--- src/rtl/clmul_unit.sv ---
module clmul_unit #(
  parameter int XLEN = 32
) (
  input  logic [31:0]     instr,
  input  logic [XLEN-1:0] src_a,
  input  logic [XLEN-1:0] src_b,
  input  logic            bitmanip_en,
  input  logic            crypto_en,
  output logic [XLEN-1:0] result,
  output logic            valid,
  output logic            illegal
);
  localparam logic [6:0] FN7_CLM = 7'b0000101;
  localparam logic [6:0] OPC_REG = 7'b0110011;
  localparam logic [2:0] FN3_LO  = 3'b001;
  localparam logic [2:0] FN3_REV = 3'b010;
  localparam logic [2:0] FN3_HI  = 3'b011;

  logic            hit, sel_lo, sel_hi, sel_rev, lo_ok, rev_ok;
  logic [XLEN-1:0] part_lo [XLEN];
  logic [XLEN-1:0] part_hi [XLEN];
  logic [XLEN-1:0] part_rv [XLEN];
  logic [XLEN-1:0] prod_lo, prod_hi, prod_rv;

  assign hit     = (instr[31:25] == FN7_CLM) && (instr[6:0] == OPC_REG);
  assign sel_lo  = hit && (instr[14:12] == FN3_LO);
  assign sel_hi  = hit && (instr[14:12] == FN3_HI);
  assign sel_rev = hit && (instr[14:12] == FN3_REV);
  assign lo_ok   = bitmanip_en | crypto_en;
  assign rev_ok  = bitmanip_en;

  for (genvar i = 0; i < XLEN; i++) begin : g_part
    assign part_lo[i] = src_b[i] ? (src_a << i) : '0;
    assign part_rv[i] = src_b[i] ? (src_a >> (XLEN - 1 - i)) : '0;
    if (i == 0) begin : g_hi_zero
      assign part_hi[i] = '0;
    end else begin : g_hi_shift
      assign part_hi[i] = src_b[i] ? (src_a >> (XLEN - i)) : '0;
    end
  end

  always_comb begin
    prod_lo = '0;
    prod_hi = '0;
    prod_rv = '0;
    for (int k = 0; k < XLEN; k++) begin
      prod_lo = prod_lo ^ part_lo[k];
      prod_hi = prod_hi ^ part_hi[k];
      prod_rv = prod_rv ^ part_rv[k];
    end
  end

  assign valid   = ((sel_lo || sel_hi) && lo_ok) || (sel_rev && rev_ok);
  assign illegal = hit && !valid;
  assign result  = !valid ? '0 : sel_rev ? prod_rv : sel_hi ? prod_hi : prod_lo;

  always_comb begin
    assert_no_decode_R1: assert (hit || (!valid && !illegal && result == '0))
      else $error("unrecognised word produced output");
    assert_hi_msb_zero_R3: assert (prod_hi[XLEN-1] == 1'b0)
      else $error("high half top bit set");
    assert_rev_align_R4: assert (prod_rv == {prod_hi[XLEN-2:0], prod_lo[XLEN-1]})
      else $error("reversed slice misaligned with low/high halves");
    assert_rev_gate_R5: assert (!(valid && sel_rev) || bitmanip_en)
      else $error("reversed form accepted without its extension");
    assert_illegal_zero_R6: assert (!illegal || result == '0)
      else $error("illegal decode drove a result");
    assert_excl_R7: assert (!(valid && illegal))
      else $error("valid and illegal together");
  end
endmodule

--- config.mk ---
export PLATFORM = sky130hd
export DESIGN_NAME = clmul_unit
export DESIGN_NICKNAME = d
export VERILOG_FILES = /design/src/rtl/clmul_unit.sv
export SDC_FILE = /design/constraint.sdc
export NUM_CORES = 1
export LEC_CHECK = 0
export BUFFER_PORTS_ARGS = -buffer_cell sky130_fd_sc_hd__buf_2
export CAP_MARGIN = 20
export CORE_MARGIN = 4
export CORE_UTILIZATION = 50
export DETAILED_ROUTE_END_ITERATION = 6
export PLACE_DENSITY = 0.8
export SLEW_MARGIN = 30
export SYNTH_ARGS = -nofsm -noshare
export SYNTH_HDL_FRONTEND = slang
export SYNTH_SLANG_ARGS = --single-unit
export TNS_END_PERCENT = 50
--- constraint.sdc ---
create_clock -name vclk -period 2
set_input_delay 0.1 -clock vclk [all_inputs]
set_output_delay 0.1 -clock vclk [all_outputs]
set_load 0.05 [all_outputs]
**Yosys cells after proc, flatten, opt, wreduce, memory -nomap -nowiden**

Index checks and enable logic that the tools add are counted.

- Register bits after elaboration: 0
- Bits in latches: 0
- RAM bits: 0
- Memory bits (read-only): 0
- Input bits: 98
- Output and inout port bits: 34
- Word-level logic and storage cells: 206
- Memories kept: 0

- $add $sub $neg: 0
- $mul: 0
- Div/mod/pow operators: 0
- Magnitude comparators: 0
- Equality and inequality tests: 5
- Shifts and indexed selects: 0
- Muxes and demuxes: 98
- Bitwise gates (word level): 93
- Reductions and logical operators: 10

Operator list:

| cell | number |
|---|---|
| $xor A32 B32 Y32 | 59 |
| $mux W32 | 36 |
| $xor A32 B10 Y32 | 2 |
| $xor A32 B11 Y32 | 2 |
| $xor A32 B12 Y32 | 2 |
| $xor A32 B13 Y32 | 2 |
| $xor A32 B14 Y32 | 2 |
| $xor A32 B15 Y32 | 2 |
| $xor A32 B16 Y32 | 2 |
| $xor A32 B17 Y32 | 2 |
| $xor A32 B3 Y32 | 2 |
| $xor A32 B4 Y32 | 2 |
| $xor A32 B5 Y32 | 2 |
| $xor A32 B6 Y32 | 2 |
| $xor A32 B7 Y32 | 2 |
| $xor A32 B8 Y32 | 2 |
| $xor A32 B9 Y32 | 2 |
| $mux W31 | 2 |
| $mux W30 | 2 |
| $mux W29 | 2 |
| $mux W28 | 2 |
| $mux W27 | 2 |
| $mux W26 | 2 |
| $mux W25 | 2 |
| other kinds (34) | 67 |

**Logic depth before layout (Yosys ltp)**

Gate-level depths: netlist of run 1.

- Depth in word-level cells: 35
- Mapped depth: 10

**Least setup slack after synthesis of run 1**

OpenSTA, ideal clock, no wires.

- Path kind: input-to-output
- Start: input port instr[2]
- End: output port result[10]
- Data arrival time: 2.622 ns
- Path slack: -0.722 ns
- Stages: 7
- Cells stage by stage: nand4bb_1 -> nor4_1 -> nand4b_1 -> nor4_2 -> buf_2 -> a211oi_1 -> a211oi_1

- Longest elaborated chain between the ends: 7

RTL lines:

| item | RTL line | text |
|---|---|---|
| start: declaration | 4 | `input logic [31:0] instr,` |
| $eq A7 B6 Y1 (*) | 25 | `assign hit = (instr[31:25] == FN7_CLM) && (instr[6:0] == OPC_REG);` |
| $logic_and A1 B1 Y1 (*) | 25 |  |
| $logic_and A1 B1 Y1, on equally long branches | 26, 27 |  |
| $logic_or A1 B1 Y1 | 53 | `assign valid = ((sel_lo \|\| sel_hi) && lo_ok) \|\| (sel_rev && rev_ok);` |
| $logic_and A1 B1 Y1 | 53 |  |
| $logic_or A1 B1 Y1 | 53 |  |
| $mux W32 (*) | 55 | `assign result = !valid ? '0 : sel_rev ? prod_rv : sel_hi ? prod_hi : prod_lo;` |
| end: declaration | 9 | `output logic [XLEN-1:0] result,` |

Mark *: on every way between the ends. The rest lies on a longest branch, timed or not.

**Worst setup path in the final report of run 1**

- Start: input port src_a[18]
- End: output port result[21]

- Longest elaborated chain between the ends: 33

RTL lines:

| item | RTL line | text |
|---|---|---|
| start: declaration | 5 | `input logic [XLEN-1:0] src_a,` |
| $mux W32 | 33 | `assign part_lo[i] = src_b[i] ? (src_a << i) : '0;` |
| $xor A32 B32 Y32 (29 in a row) | 47 | `prod_lo = prod_lo ^ part_lo[k];` |
| $mux W32 (3 in a row) | 55 |  |

Every way passes these cells.

==> results.cfg, run 1 <==
[layout]
area.sequential_sq_um = 0
drive_gt1_frac = 0.291
utilization = 0.784
clockBufferCount = 0
nets = 2823
nFlopsAndLatches = 0
design_area_sq_um = 21400
n_antenna_cell = 0
fillers = 1665
syn2layout_area_growth_pct = 52.5

[worst_setup_path]
worst_setup_path_end_kind = output port
crit_chain = buf_4, buf_12, buf_4, nand2_1, xnor2_1, xnor2_1, xnor2_1, xnor2_1, buf_4, xnor2_1, a21o_1, a21oi_4, buf_4
path_class = primary input to output port
cp_max_fo = 6
cpMaxStageDelayCell = xnor2_1
crit_top_cell = xnor2_1
cp.arrival_ps = 2880
crit_required_ps = 1900
critPathLaunchType = primary input
max_stage_delay_ps = 730

[global_routing]
grt_max_degree = 23
grt_pass1_vias = 18400
antenna_found_initial = 4
grt_overflow_total = 0
grt.total_usage = 0.439
grt_first_pass_wirelength_mm = 106

[run]
drv_cap = 0

[floorplan]
initial_core_util = 0.514
dieHeight_um = 175
die-width_um = 175
die_area_sq_um = 30700
core-area_sq_um = 27300
ioPinCount = 132
num_rows = 60

[timing]
period_minus_slack_ps = 2980
fmax_ghz = 0.335
timing.final.crit_share = 1.49
relSlewSlack = 0.401
setup_ws_ps = -983
setup_viol = 32
finalMaxSlewViolations = 0
hold_viol = 0
tightest_slew_ps = 893
rsz0062_at_grt = yes

[pwr]
internal-power_mw = 5.88
p_leak_nw = 9.01
combPwrFrac = 1.000
switching_share = 0.538
pwr-share-clk = 0
switching_power_mw = 6.84
vdd_ir_drop_max_mv = 0.363
power.density_nw_per_um2 = 596
pwr-share-seq = 0

[synth]
yosysWarningCount = 0
netlist_instances = 2326
ys_types = 32
synth_area_leaders = xnor2_1, nand2_1, xor2_1
syn-num-nets = 2424
synth.top_cell.area_share = 0.465
syn_area_per_cell_sq_um = 6.02
netlist_area_sq_um = 14000
ys_seq_area_frac = 0
yosys.area.top_type = xnor2_1

[route]
drt_pass1_iterations = 7
drc_errors = 403
drt-vias-per-instance = 6.35
vias = 19700
wl_mm = 81.1
wl_per_cell_um = 26.2
drtAntennaViolNets = 0
drtIter0Drc = 4394

[clocking]
ctsHoldBuffers = 0

[place]
dp_hpwl_mm = 46.0
portBuffers = 117
routabilityCongestion = 1.05
preCtsSetupSlack_ps = -573
placed_area_sq_um = 18500

[status]
status = complete, but fails checks
violations = design-rule violations, negative setup slack

[hold_path]
hp-class = primary input to output port
[per-layer routing]
metal	up-vias	routed length, um	share of wire	global-route usage
met5	-	14	0.00017	0
met1	8904	25200	0.31	0.518
met4	2	9900	0.12	0.328
met3	1002	14400	0.18	0.128
li1	7713	-	-	-
met2	2034	31600	0.39	0.674
[area by class of cell]
| type | instances | area [sq um] | area share |
|---|---|---|---|
| Inverter | 2 | 11.3 | 0.000527 |
| Tap cell | 372 | 465 | 0.0218 |
| Timing Repair Buffer | 604 | 6520 | 0.306 |
| Multi-Input combinational cell | 2117 | 14400 | 0.672 |
[what timing repair did]
item | 4_1_cts | 5_1_grt
gates cloned | 14 | 3
pin swaps | 79 | 94
endpoints found under the setup margin | 32 | 32
endpoints found under the hold margin | 0 | 0
buffers inserted | 48 | 25
resized for setup | 238 | 182
[worst paths after layout]
| kind | from | to | cells past startpoint |
|---|---|---|---|
| setup / recovery | src_a[18] | result[21] | 13 |
| hold / removal | instr[31] | illegal | 5 |
[through the flow]
stage	power, mW	std cells	hold slack (ps)	TNS [ps]
after detailed placement	10.4	3007	839	-12700
after global placement	10.2	3007	828	-11570
after global routing	12.9	3095	836	-13990
after floorplan	6.15	2326	550	-955
after CTS	11.4	3069	841	-7230
final	12.7	3095	811	-13200
[cell usage in the layout, fill, tap and decap left out, types with 7 or more instances in the layout]
| cell | netlist | routed |
|---|---|---|
| a211oi_4 | 0 | 7 |
| a21oi_1 | 31 | 11 |
| a21oi_4 | 0 | 15 |
| buf_12 | 0 | 101 |
| buf_16 | 0 | 8 |
| buf_2 | 148 | 40 |
| buf_4 | 0 | 328 |
| buf_6 | 2 | 100 |
| buf_8 | 0 | 15 |
| nand2_1 | 1049 | 1015 |
| nand2_2 | 0 | 26 |
| nand2_4 | 0 | 8 |
| nor2_1 | 17 | 12 |
| o21ai_2 | 0 | 10 |
| xnor2_1 | 743 | 667 |
| xnor2_2 | 0 | 74 |
| xor2_1 | 212 | 201 |
| xor2_2 | 0 | 11 |
[power by group through the flow]
stage | Sequential, mW | Clock [mW] | Combinational, mW
5_1_grt | 0 | 0 | 12.9
6_report | 0 | 0 | 12.7
4_1_cts | 0 | 0 | 11.4
3_5_place_dp | 0 | 0 | 10.4
2_1_floorplan | 0 | 0 | 6.15
3_3_place_gp | 0 | 0 | 10.2
[synthesized netlist by cell type (all sizes together)]
cell type  number
inv             2
buf           159
nor4b           2
nor3            1
nand2        1049
o211ai          1
nand2b          1
a21oi          31
nor4            2
a2111oi         1
a211oi         10
a22oi           3
nand4b          1
nor2           17
a31oi           5
or4             1
mux2i           1
o21ai          20
a21o            5
xnor2         743
o21a            4
or4b            1
nand4bb         1
xnor3           3
nand3           2
clkbuf         48
xor2          212
[critical path: cells and delay by family]
| kind | cells | cell delay, ps |
|---|---|---|
| AOI/OAI and AO/OA | 2 | 350 |
| xor gates and xnor gates | 5 | 1410 |
| buffers and inverters | 5 | 890 |
| and+or+nand+nor | 1 | 100 |
[kinds of logic (layout without fill, tap and decap cells)]
kind of cell / after synthesis / in the layout / synth area share
compound gates: 80 / 80 / 0.0334
xor+xnor: 958 / 958 / 0.602
buf+inv: 209 / 606 / 0.0703
mux: 1 / 1 / 0.000715
simple gates: 1078 / 1078 / 0.293
(Power assumes the default switching activity.)
==> run 2: changes to the inputs <==
PLACE_DENSITY = 0.69   (was 0.8)
==> run 2 against run 1 <==
  * The flow finishes with violations (negative setup slack)
  * Via count decreased by 8.9%
  * Sequential share of layout area unchanged
  * Fmax increased by 28%
  * Clock-buffer cell count unchanged
  * Total power decreased by 3.4%
  * Sequential cell count unchanged
  * Critical endpoint is now result[18]
==> results.cfg, run 2 (synthesized netlist as in run 1, its figures left out) <==
[global_routing]
grt_overflow_total = 0
antenna_found_initial = 0
grt_first_pass_wirelength_mm = 101
grt.total_usage = 0.416
grt_pass1_vias = 17400
grt_max_degree = 29

[clocking]
ctsHoldBuffers = 0

[timing]
tightest_slew_ps = 447
finalMaxSlewViolations = 0
rsz0062_at_grt = yes
setup_viol = 32
fmax_ghz = 0.429
relSlewSlack = 0.694
period_minus_slack_ps = 2330
hold_viol = 0
timing.final.crit_share = 1.17
setup_ws_ps = -332

[status]
violations = negative setup slack
status = complete, but fails checks

[pwr]
vdd_ir_drop_max_mv = 0.283
p_leak_nw = 8.85
total_power_mw = 12.3
power.density_nw_per_um2 = 581

[place]
placed_area_sq_um = 19000
routabilityCongestion = 1.01
portBuffers = 117
preCtsSetupSlack_ps = -528
dp_hpwl_mm = 47.3

[layout]
fillers = 2037
layout_common_cells = nand2_1, xnor2_1, buf_4, xor2_1, buf_12
syn2layout_area_growth_pct = 50.9
n_antenna_cell = 0
nFlopsAndLatches = 0
design_area_sq_um = 21100
clockBufferCount = 0
nets = 2824
final_common_cell = nand2_1
multi_input_area_sq_um = 14200
drive_gt1_frac = 0.280
area.sequential_sq_um = 0

[hold_path]
min_from = bitmanip_en
hp-class = primary input to output port
min_path_cells = 5
min_to = illegal

[route]
drtIter0Drc = 2362
drt_pass1_iterations = 5
drt-vias-per-instance = 5.78
drt-met1-wl_mm = 23.6
met2_length_mm = 29.8
wl_mm = 68.6
highest_layer = met4
wl_per_cell_um = 22.2
drc_errors = 0
routed-wl-met3_mm = 9.21
drtAntennaViolNets = 0
vias = 17900

[run]
drv_cap = 0

[floorplan]
initial_core_util = 0.514
num_rows = 60
die-width_um = 175
ioPinCount = 132
die_area_sq_um = 30700
core-area_sq_um = 27300
dieHeight_um = 175

[worst_setup_path]
crit_required_ps = 1900
worst_setup_path_end_kind = output port
critPathLaunchType = primary input
cp_max_fo = 7
cp.arrival_ps = 2230
path_class = primary input to output port
==> run 2: cell types whose count changed in the layout (fill, tap and decap cells not counted), moves of 4 or more <==
cell and change:
buf_12 +14, buf_2 +6, buf_4 +14, buf_6 -30, nand2_1 +4, nand2_2 -4, nor2_1 -4, nor2_2 +4
xnor2_1 +23, xnor2_2 -24
==> run 2: worst max path at each step <==
stage,from,end,slack [ps],cells past startpoint
after global routing,instr[2],result[8],-430,13
after floorplan,instr[2],result[31],-90,7
final,instr[2],result[18],-330,10
after CTS,src_a[7],result[8],-280,14
after detailed placement,src_b[3],result[8],-530,13
after global placement,src_b[19],result[19],-490,12
==> run 2: power breakdown <==
part	switching [mW]	total, mW	internal (mW)
clock network	0	0	0
logic	6.37	12.3	5.91
registers	0	0	0
total	6.37	12.3	5.91
==> run 2: metrics by stage <==
stage	hold slack, ps	util	setup TNS (ps)	std cells
5_1_grt	904	0.775	-10790	3096
4_1_cts	837	0.757	-6290	3085
2_1_floorplan	550	-	-955	2326
3_5_place_dp	816	0.698	-12080	3044
3_3_place_gp	806	0.698	-11350	3044
6_report	850	0.775	-8670	3096
==> run 2: repair_timing <==
action	4_1_cts	5_1_grt
endpoints found under the setup margin	32	32
pin swaps	112	59
cloned	13	3
resized for setup	248	86
buffers inserted	29	8
==> run 2: critical path, stage by stage <==
cell and delay, ps:
buf_6 90, nand4bb_1 190, nor4_2 240, nand4b_1 220
buf_4 220, or4b_4 620, nor2_2 140, a21oi_2 40
o21a_1 210, buf_6 160
==> run 2: layout make-up <==
class / count / area share
Inverter: 2 / 0.000533
Multi-Input combinational cell: 2120 / 0.671
Tap cell: 372 / 0.0220
Timing Repair Buffer: 602 / 0.307
==> run 2: metal layers <==
metal,vias to the layer above,global-route usage
li1,7723,-
met1,8278,0.496
met2,1444,0.663
met3,456,0.102
met4,0,0.280
met5,-,0
